`src/rtl/srd_pkg.sv`:
```
package srd_pkg;

  // Odd-latch controller phases
  typedef enum logic [1:0] {
    OL_IDLE  = 2'd0,   // latch opaque, waiting for pending data
    OL_OPEN  = 2'd1,   // latch transparent, delay running
    OL_REQ   = 2'd2,   // latch transparent, ring offered the result
    OL_DRAIN = 2'd3    // ring took it, waiting for input acknowledge to fall
  } ol_state_t;

  // Output-select stage phases
  typedef enum logic [1:0] {
    OS_WAIT = 2'd0,    // idle or holding token, no result in hand
    OS_ACK  = 2'd1,    // acknowledging latch, consumers requested
    OS_REL  = 2'd2     // consumers captured, waiting for return to zero
  } os_state_t;

endpackage

```
`src/rtl/srd_odd_latch_ctrl.sv`:
```
module srd_odd_latch_ctrl
  import srd_pkg::*;
#(
  parameter int DLY_W = 8
) (
  input  logic             clk,
  input  logic             rst_n,
  input  logic             req_in,
  input  logic [DLY_W-1:0] dly_cycles,
  input  logic             ring_ack,
  output logic             ack_in,
  output logic             latch_en,
  output logic             ring_req
);

  ol_state_t        st_q, st_d;
  logic [DLY_W-1:0] cnt_q, cnt_d;
  logic             cnt_en;
  logic             ack_q, ack_d;

  // next-state logic
  always_comb begin
    st_d   = st_q;
    cnt_d  = cnt_q;
    cnt_en = 1'b0;
    ack_d  = ack_q;

    // input-side acknowledge: rise while opaque, fall only while transparent
    if (req_in && !ack_q && (st_q == OL_IDLE)) begin
      ack_d = 1'b1;
    end else if (!req_in && ack_q && (st_q != OL_IDLE)) begin
      ack_d = 1'b0;
    end

    unique case (st_q)
      OL_IDLE: begin
        if (ack_q && !ring_ack) begin
          st_d   = OL_OPEN;
          cnt_d  = dly_cycles;
          cnt_en = 1'b1;
        end
      end
      OL_OPEN: begin
        if (cnt_q == '0) begin
          st_d = OL_REQ;
        end else begin
          cnt_d  = cnt_q - 1'b1;
          cnt_en = 1'b1;
        end
      end
      OL_REQ: begin
        if (ring_ack) begin
          st_d = OL_DRAIN;
        end
      end
      OL_DRAIN: begin
        if (!ack_q) begin
          st_d = OL_IDLE;
        end
      end
      default: st_d = OL_IDLE;
    endcase
  end

  // registers
  always_ff @(posedge clk or negedge rst_n) begin
    if (!rst_n) begin
      st_q  <= OL_IDLE;
      ack_q <= 1'b0;
    end else begin
      st_q  <= st_d;
      ack_q <= ack_d;
    end
  end

  always_ff @(posedge clk or negedge rst_n) begin
    if (!rst_n) begin
      cnt_q <= '0;
    end else if (cnt_en) begin
      cnt_q <= cnt_d;
    end
  end

  assign ack_in   = ack_q;
  assign latch_en = (st_q != OL_IDLE);
  assign ring_req = (st_q == OL_REQ);

endmodule

```
`src/rtl/srd_ack_join.sv`:
```
module srd_ack_join #(
  parameter int N_DST = 3
) (
  input  logic             clk,
  input  logic             rst_n,
  input  logic [N_DST-1:0] ack,
  input  logic [N_DST-1:0] sel,
  output logic             joined
);

  logic all_hi, all_lo;
  logic j_q, j_d;

  // rendezvous over the selected acknowledges; disagreement holds
  always_comb begin
    all_hi = &(ack | ~sel);
    all_lo = ~|(ack & sel);
    j_d    = j_q;
    if (all_hi) begin
      j_d = 1'b1;
    end else if (all_lo) begin
      j_d = 1'b0;
    end
  end

  always_ff @(posedge clk or negedge rst_n) begin
    if (!rst_n) begin
      j_q <= 1'b0;
    end else begin
      j_q <= j_d;
    end
  end

  assign joined = j_q;

endmodule

```
`src/rtl/srd_out_stage.sv`:
```
module srd_out_stage
  import srd_pkg::*;
#(
  parameter int N_DST = 3,
  parameter bit FIRST = 1'b0
) (
  input  logic             clk,
  input  logic             rst_n,
  input  logic             ring_req,
  input  logic             tok_in,
  input  logic [N_DST-1:0] sel,
  input  logic             join_ack,
  output logic             ring_ack,
  output logic [N_DST-1:0] cons_req,
  output logic             finish
);

  os_state_t st_q, st_d;
  logic      act_q, act_d;
  logic      lo_q, lo_d;
  logic      no_dest;
  logic      j_hi, j_lo;

  always_comb begin
    no_dest = (sel == '0);
    j_hi    = no_dest | join_ack;
    j_lo    = no_dest | !join_ack;
    st_d    = st_q;
    lo_d    = lo_q;
    finish  = 1'b0;

    unique case (st_q)
      OS_WAIT: begin
        if (act_q && ring_req) begin
          st_d = OS_ACK;
          lo_d = 1'b0;
        end
      end
      OS_ACK: begin
        if (!ring_req) lo_d = 1'b1;
        if (j_hi) st_d = OS_REL;
      end
      OS_REL: begin
        if (!ring_req) lo_d = 1'b1;
        if ((lo_q || !ring_req) && j_lo) begin
          st_d   = OS_WAIT;
          finish = 1'b1;
        end
      end
      default: st_d = OS_WAIT;
    endcase

    act_d = act_q;
    if (tok_in) begin
      act_d = 1'b1;
    end else if (finish) begin
      act_d = 1'b0;
    end
  end

  always_ff @(posedge clk or negedge rst_n) begin
    if (!rst_n) begin
      st_q  <= OS_WAIT;
      act_q <= FIRST;
      lo_q  <= 1'b0;
    end else begin
      st_q  <= st_d;
      act_q <= act_d;
      lo_q  <= lo_d;
    end
  end

  assign ring_ack = (st_q == OS_ACK);
  assign cons_req = (st_q == OS_ACK) ? sel : '0;

endmodule

```
`src/rtl/shared_result_distributor.sv`:
```
module shared_result_distributor #(
  parameter int N_OPS = 4,
  parameter int N_DST = 3,
  parameter int DLY_W = 8
) (
  input  logic                   clk,
  input  logic                   rst_n,
  input  logic                   req_in,
  output logic                   ack_in,
  input  logic [DLY_W-1:0]       dly_cycles,
  output logic                   latch_en,
  input  logic [N_OPS*N_DST-1:0] dst_mask,
  output logic [N_OPS*N_DST-1:0] cons_req,
  input  logic [N_OPS*N_DST-1:0] cons_ack
);

  localparam int N_CONS = N_OPS * N_DST;

  logic [1:0]       rs_q;
  logic             rst_core_n;
  logic             ring_req;
  logic             ring_ack;
  logic [N_OPS-1:0] ring_ack_v;
  logic [N_OPS-1:0] fin_v;
  logic [N_OPS-1:0] join_v;

  // reset: asserted asynchronously, released on the clock
  always_ff @(posedge clk or negedge rst_n) begin
    if (!rst_n) begin
      rs_q <= 2'b00;
    end else begin
      rs_q <= {rs_q[0], 1'b1};
    end
  end
  assign rst_core_n = rs_q[1];

  srd_odd_latch_ctrl #(.DLY_W(DLY_W)) olc_i (
    .clk        (clk),
    .rst_n      (rst_core_n),
    .req_in     (req_in),
    .dly_cycles (dly_cycles),
    .ring_ack   (ring_ack),
    .ack_in     (ack_in),
    .latch_en   (latch_en),
    .ring_req   (ring_req)
  );

  for (genvar g = 0; g < N_OPS; g++) begin : g_stage
    localparam int PREV = (g + N_OPS - 1) % N_OPS;

    srd_ack_join #(.N_DST(N_DST)) join_i (
      .clk    (clk),
      .rst_n  (rst_core_n),
      .ack    (cons_ack[g*N_DST +: N_DST]),
      .sel    (dst_mask[g*N_DST +: N_DST]),
      .joined (join_v[g])
    );

    srd_out_stage #(.N_DST(N_DST), .FIRST(g == 0)) stg_i (
      .clk      (clk),
      .rst_n    (rst_core_n),
      .ring_req (ring_req),
      .tok_in   (fin_v[PREV]),
      .sel      (dst_mask[g*N_DST +: N_DST]),
      .join_ack (join_v[g]),
      .ring_ack (ring_ack_v[g]),
      .cons_req (cons_req[g*N_DST +: N_DST]),
      .finish   (fin_v[g])
    );
  end

  assign ring_ack = |ring_ack_v;

  if (N_CONS < 1) begin : g_bad
    initial $display("shared_result_distributor: empty consumer set");
  end

endmodule

```
`config.mk`:
```
export PLATFORM = sky130hd
export DESIGN_NAME = shared_result_distributor
export DESIGN_NICKNAME = d
export VERILOG_FILES = /design/src/rtl/srd_pkg.sv /design/src/rtl/srd_odd_latch_ctrl.sv /design/src/rtl/srd_ack_join.sv /design/src/rtl/srd_out_stage.sv /design/src/rtl/shared_result_distributor.sv
export SDC_FILE = /design/constraint.sdc
export NUM_CORES = 1
export LEC_CHECK = 0
export ABC_AREA = 1
export BUFFER_PORTS_ARGS = -buffer_cell sky130_fd_sc_hd__buf_2
export CAP_MARGIN = 0
export CORE_MARGIN = 8
export CORE_UTILIZATION = 55
export CTS_CLUSTER_DIAMETER = 30
export DETAILED_ROUTE_END_ITERATION = 7
export GPL_TIMING_DRIVEN = 0
export HOLD_SLACK_MARGIN = 0.06
export PLACE_DENSITY = 0.8
export SYNTH_ARGS = -nofsm -noshare
export SYNTH_HDL_FRONTEND = slang
export SYNTH_SLANG_ARGS = --single-unit
```
`constraint.sdc`:
```
create_clock -name clk -period 1.35 [get_ports clk]
set_clock_uncertainty 0.15 [all_clocks]
set_input_delay 0.27 -clock clk [delete_from_list [all_inputs] [get_ports clk]]
set_output_delay 0.27 -clock clk [all_outputs]
set_load 0.005 [all_outputs]
```
# Yosys cells after proc, flatten, opt, wreduce, memory -nomap -nowiden
# Cells that the tools add are included.
# word_totals
ff_bits,33
in_bits,35
elab_cells,212
output_inout_bits,14
# classes
n_addsub,1
n_reduce_logical,69
mux,66
n_eq_ne,36
bitwise_logic,20
# op_table
cell,count
$reduce_and A3 Y1,12
$mux W1,33
$mux W2,16
$ne A2 B1 Y1 const B,13
$ne A2 B2 Y1 const B,12
$pmux W2 S3,4
$reduce_bool A2 Y1,11
$mux W8,2
$pmux W8 S2,1
$logic_and A1 B1 Y1,13
$and A3 B3 Y3,4
$eq A2 B2 Y1 const B,6
$logic_not A3 Y1,4
$mux W3,4
$not A3 Y3,4
$or A3 B3 Y3,4
$reduce_or A3 Y1,4
$eq A2 B1 Y1 const B,5
$logic_not A2 Y1,5
$pmux W1 S2,5
$logic_not A1 Y1,8
$logic_not A8 Y1,1
$or A1 B1 Y1,8
$pmux W2 S4,1
5 further kinds,12

# Logic depth before layout (Yosys ltp)
# logic_depth
ltp_word,8
depth_mapped,9
ltp_nobuf,9

# Cells and area by module
# Synthesis repeated with hierarchy kept, for this count alone.
# unflattened
hier_cells,354
area_unflattened_um2,2469.9
# by_module_without_submodules
mod,cells_per_inst,instances,area_per_inst_um2,seq_area_each_um2
srd_out_stage at g_stage[1].stg_i ...,43,3,316.6,100.1
srd_odd_latch_ctrl,120,1,832.0,275.3
srd_out_stage at g_stage[0].stg_i,43,1,317.8,101.3
srd_ack_join,14,4,76.3,25.0
shared_result_distributor,6,1,65.1,50.0

# Least setup slack after synthesis
# No wires, ideal clock.
# synth_timing
path_kind,register to register
start,register g_stage[3].stg_i.st_q[1]
end,register olc_i.cnt_q[7]
setup_ns,0.065
required_ns,1.135
synth_period_minus_slack_ns,1.563
n_path_buf,0
path_stages_with_launch,10
arrival_time_ns,1.348
setup_slack_ns,-0.213
path_cell_list,dfrtp_1 -> inv_1 -> ha_1 -> nor2_2 -> nand4_2 -> nand2_4 -> inv_2 -> a21oi_2 -> nand2_1 -> nand2_1
# synth_between
elab_chain_cells,7
elab_cells_between_ends,8
classes_between,eq/ne: 2; mux: 2; reduce/logical: 4
# synth_rtl
item,line,text
start: declaration,srd_out_stage.sv:18,"os_state_t st_q, st_d;"
start signal: assignment,srd_out_stage.sv:67,st_q <= st_d;
$eq A2 B1 Y1 *,srd_out_stage.sv:73,assign ring_ack = (st_q == OS_ACK);
$reduce_or A4 Y1 *,shared_result_distributor.sv:72,assign ring_ack = |ring_ack_v;
$logic_not A1 Y1 *,srd_odd_latch_ctrl.sv:37,if (ack_q && !ring_ack) begin
$logic_and A1 B1 Y1 *,srd_odd_latch_ctrl.sv:37,
$mux W1,srd_odd_latch_ctrl.sv:37,
$pmux W1 S2,srd_odd_latch_ctrl.sv:35,unique case (st_q)
$reduce_and A4 Y1 (no source line) *,-,
end signal: assignment,srd_odd_latch_ctrl.sv:80,cnt_q <= cnt_d;
end: declaration,srd_odd_latch_ctrl.sv:17,"logic [DLY_W-1:0] cnt_q, cnt_d;"
# Every way passes the cells marked *; elsewhere a longest branch is shown, timed or not.
# A chain may end at the register's enable or synchronous reset.

# Worst setup path in the final report
# layout_timing
start,register g_stage[3].stg_i.st_q[1]
end,output cons_req[10]
# layout_between
elab_chain_cells,2
# layout_rtl
item,line,text
$eq A2 B1 Y1,srd_out_stage.sv:74,assign cons_req = (st_q == OS_ACK) ? sel : '0;
$mux W3,srd_out_stage.sv:74,
end: declaration,shared_result_distributor.sv:13,"output logic [N_OPS*N_DST-1:0] cons_req,"
# No other way between the ends.

==> flow_results.xml <==
<?xml version="1.0" encoding="UTF-8"?>
<metrics>
  <group name="cts">
    <metric name="clock-root-buffer" unit="">sky130_fd_sc_hd__clkbuf_8</metric>
    <metric name="clock_tree_from_tritoncts" unit="">yes</metric>
    <metric name="cts_buffers" unit="">5</metric>
    <metric name="numClockSinks" unit="">33</metric>
    <metric name="ctsHtreeMaxLevel" unit="">2</metric>
    <metric name="cts_max_path_buffers" unit="">2</metric>
    <metric name="cts.clk_slew.worst_paths" unit="ns">0.07</metric>
    <metric name="clk_latency" unit="ns">0.30</metric>
  </group>
  <group name="flow_run">
    <metric name="cap_violations" unit="">0</metric>
  </group>
  <group name="min_path">
    <metric name="timing.hold.worst.class" unit="">in2reg</metric>
  </group>
  <group name="synth">
    <metric name="synth_top_cells_by_area" unit="">sky130_fd_sc_hd__dfrtp_1, sky130_fd_sc_hd__nand2_1, sky130_fd_sc_hd__ha_1</metric>
    <metric name="synth.most_common_cell" unit="">sky130_fd_sc_hd__nand2_1</metric>
    <metric name="syn_nets" unit="">393</metric>
    <metric name="synth-seq-area-share" unit="">0.348</metric>
    <metric name="synth_edf_count" unit="">0</metric>
    <metric name="ys_top_cells_by_count" unit="">sky130_fd_sc_hd__nand2_1, sky130_fd_sc_hd__inv_1, sky130_fd_sc_hd__dfrtp_1</metric>
    <metric name="netlist-cell-type-count" unit="">29</metric>
    <metric name="yosysWarningCount" unit="">0</metric>
    <metric name="yosys_top_cell_area_share" unit="">0.337</metric>
    <metric name="synthMuxAreaShare" unit="">0</metric>
    <metric name="number_of_synthesized_register_bits" unit="">33</metric>
    <metric name="ys_async_sr_fraction" unit="">1.00</metric>
    <metric name="dominant_combinational_cell_family_by_area_after_synthesis" unit="">simple AND/OR/NAND/NOR gates</metric>
    <metric name="synth_largest_area_cell" unit="">sky130_fd_sc_hd__dfrtp_1</metric>
    <metric name="synth_simple_gate_area_frac" unit="">0.319</metric>
    <metric name="synth_fa_ha_area_frac" unit="">0.141</metric>
    <metric name="yosys_most_used_dff" unit="">sky130_fd_sc_hd__dfrtp_1</metric>
    <metric name="synthesis.area_per_instance" unit="µm²">7.16</metric>
    <metric name="synth-xor-area-share" unit="">0</metric>
    <metric name="post_synth_instance_area" unit="µm²">2380</metric>
    <metric name="synth-compound-area-share" unit="">0.0963</metric>
    <metric name="netlist_instances" unit="">332</metric>
  </group>
  <group name="critical_path">
    <metric name="path_cells" unit="">inv_2 &gt; ha_4 &gt; nand2_1 &gt; inv_1 &gt; buf_2</metric>
    <metric name="crit_slowest_cell" unit="">sky130_fd_sc_hd__dfrtp_1</metric>
    <metric name="critical_path.max_stage_delay" unit="ns">0.41</metric>
    <metric name="critical_path_type" unit="">reg2out</metric>
    <metric name="end_kind" unit="">output pin</metric>
    <metric name="startpoint_type" unit="">flop</metric>
    <metric name="arrival" unit="ns">1.20</metric>
    <metric name="required" unit="ns">0.93</metric>
    <metric name="crit_path_max_fanout" unit="">6</metric>
  </group>
  <group name="sta">
    <metric name="finalWorstPathRequiredPeriod" unit="ns">1.62</metric>
    <metric name="timing_worst_slew_pin_value" unit="ns">0.703</metric>
    <metric name="timing.final.setup_violations" unit="">40</metric>
    <metric name="achievable-frequency" unit="GHz">0.618</metric>
    <metric name="min_period_over_period" unit="">1.20</metric>
    <metric name="finalSetupTns" unit="ns">-8.77</metric>
    <metric name="rsz0062_at_grt" unit="">true</metric>
    <metric name="finalMaxSlewViolations" unit="">0</metric>
    <metric name="fin_worst_hold_slack" unit="ns">0.116</metric>
    <metric name="hold_viol_final" unit="">0</metric>
    <metric name="slew_headroom" unit="">0.531</metric>
    <metric name="worst_case_setup_margin_in_the_final_layout" unit="ns">-0.267</metric>
  </group>
  <group name="outcome">
    <metric name="outcome" unit="">finished, violations left</metric>
    <metric name="failed_checks" unit="">setup timing</metric>
  </group>
  <group name="floorplanning">
    <metric name="floorplan_core_area" unit="µm²">4260</metric>
    <metric name="initial_utilization" unit="">0.558</metric>
    <metric name="dieArea" unit="µm²">6680</metric>
    <metric name="pin_count" unit="">49</metric>
    <metric name="num_rows" unit="">24</metric>
    <metric name="chipWidth" unit="µm">81.8</metric>
    <metric name="die_h" unit="µm">81.8</metric>
  </group>
  <group name="placed_design">
    <metric name="gpl.final_weighted_congestion" unit="">0.888</metric>
    <metric name="detailedPlacementHpwl" unit="µm">4070</metric>
    <metric name="dpl_cell_area" unit="µm²">2810</metric>
    <metric name="place.port_buffers" unit="">48</metric>
  </group>
  <group name="power">
    <metric name="leakagePower" unit="nW">1.90</metric>
    <metric name="post-layout-total-power" unit="mW">5.17</metric>
    <metric name="power.density_cell_area" unit="nW/µm²">1470</metric>
    <metric name="worst_ir_drop_vdd" unit="µV">1610</metric>
  </group>
  <group name="routing">
    <metric name="routed_wire_length_per_instance" unit="µm">15.1</metric>
    <metric name="initialDrtViolationCount" unit="">201</metric>
    <metric name="routed_wl" unit="µm">7180</metric>
    <metric name="avg_vias_per_cell" unit="">5.26</metric>
    <metric name="post_route_antenna_net_violation_count" unit="">0</metric>
    <metric name="drt_first_pass_iters" unit="">5</metric>
    <metric name="num_vias" unit="">2506</metric>
    <metric name="drc" unit="">0</metric>
  </group>
  <group name="final_layout">
    <metric name="fraction_of_layout_instances_using_a_drive_strength_above_1" unit="">0.436</metric>
    <metric name="layout.cell_area.non_filler" unit="µm²">3510</metric>
    <metric name="num_antenna_cells" unit="">0</metric>
    <metric name="area.growth.synth_to_final" unit="%">47.7</metric>
    <metric name="layout.nets" unit="">484</metric>
  </group>
  <group name="global_route">
    <metric name="grt-ovfl-total" unit="">0</metric>
    <metric name="pin_count_of_the_biggest_net_entering_global_routing" unit="">32</metric>
    <metric name="initial_antenna_violation_count" unit="">0</metric>
    <metric name="grt_pass1_wl" unit="µm">10700</metric>
    <metric name="track_usage" unit="">0.206</metric>
    <metric name="first_global_vias" unit="">2433</metric>
  </group>
</metrics>
[worst paths after layout]
check                                    startpoint                        to  slack (ns)  cells after the start
setup reg to reg                      olc_i.st_q[0]  g_stage[3].stg_i.st_q[1]       -0.26                      8
min in group asynchronous                     rst_n                   rs_q[0]        0.13                      2
hold reg to reg                             rs_q[1]  g_stage[1].join_i.joined        0.17                      0
hold / removal                          cons_ack[0]  g_stage[0].join_i.joined        0.12                      3
max in group asynchronous                   rs_q[1]              olc_i.ack_in        0.39                      0
setup / recovery           g_stage[3].stg_i.st_q[1]              cons_req[10]       -0.27                      5
[what timing repair did]
item	4_1_cts	5_1_grt
cloned	2	0
resized for setup	55	40
setup buffers	28	6
setup endpoints to repair	70	40
hold endpoints to repair	2	0
hold buffers	1	0
pin swaps	31	20
[logic make-up (layout without fill, tap and decap cells)]
logic type | after synthesis | after routing
and+or+nand+nor | 177 | 178
adders and majority gates | 27 | 27
AOI/OAI and AO/OA | 35 | 35
other | 1 | 1
DFF | 33 | 33
buffers and inverters | 59 | 150
[through the flow]
step                std cells  utilization  setup WS, ns
floorplan                 332            -       -0.0913
CTS                       470        0.780        -0.259
global route              476        0.824        -0.357
detailed placement        432        0.658        -0.276
global placement          432        0.658        -0.234
finish                    476        0.824        -0.267
[flip-flops by register name, summed over array words and instances (netlist names)]
signal and flops:
olc_i.st_q 2, olc_i.cnt_q 8, rs_q 2, g_stage.stg_i.st_q 8, g_stage.stg_i.lo_q 4, g_stage.join_i.joined 4, olc_i.ack_in 1, g_stage.stg_i.act_q 4
[worst max-delay path, delay by kind of cell (launching register included)]
family	cells	cell delay, ns
fa+ha+maj	1	0.20
buf+inv	3	0.24
flops	1	0.41
simple gates	1	0.06
[power breakdown]
part | internal [mW] | switching [mW] | total (mW)
combinational | 1.29 | 1.69 | 2.99
sequential | 1.18 | 0.245 | 1.43
clock | 0.357 | 0.393 | 0.750
[routing by layer]
| layer | share of wire | track usage | wire (µm) | vias to the layer above |
|---|---|---|---|---|
| li1 | - | - | - | 1231 |
| met5 | 0 | 0 | 0 | - |
| met4 | 0.014 | 0.0807 | 101 | 0 |
| met1 | 0.41 | 0.240 | 2930 | 1178 |
| met3 | 0.060 | 0.0427 | 429 | 11 |
| met2 | 0.52 | 0.360 | 3710 | 86 |
[cells in the final DEF (no fill, tap or decap), types with 2 or more instances in the layout]
master,instances
sky130_fd_sc_hd__nand2_2,20
sky130_fd_sc_hd__inv_2,21
sky130_fd_sc_hd__ha_1,15
sky130_fd_sc_hd__nand4_1,10
sky130_fd_sc_hd__o22a_1,3
sky130_fd_sc_hd__nor2_1,16
sky130_fd_sc_hd__nand2_4,13
sky130_fd_sc_hd__nand3_2,5
sky130_fd_sc_hd__o211ai_1,3
sky130_fd_sc_hd__nand3b_1,2
sky130_fd_sc_hd__a21oi_1,2
sky130_fd_sc_hd__inv_1,34
sky130_fd_sc_hd__buf_6,14
sky130_fd_sc_hd__o22ai_1,2
sky130_fd_sc_hd__nand3_1,13
sky130_fd_sc_hd__nand2_1,94
sky130_fd_sc_hd__ha_2,3
sky130_fd_sc_hd__clkinv_2,2
sky130_fd_sc_hd__clkbuf_8,5
sky130_fd_sc_hd__o21ai_0,7
sky130_fd_sc_hd__dfrtp_2,4
sky130_fd_sc_hd__o21ai_2,7
sky130_fd_sc_hd__buf_4,26
sky130_fd_sc_hd__buf_2,42
sky130_fd_sc_hd__o21ai_1,4
sky130_fd_sc_hd__ha_4,8
sky130_fd_sc_hd__o221ai_1,2
sky130_fd_sc_hd__o21ai_4,3
sky130_fd_sc_hd__dfrtp_1,28
[cell type report]
type                    count  area (µm²)
plain buffers               1        20.0
clock buffers               6        72.6
clock inverters             2        10.0
fillers                   252         751
inverters                  57         234
multi-input cells         241        1680
flip-flops and latches     33         832
well taps                  52        65.1
repair buffers             84         601
(Power assumes the default switching activity.)
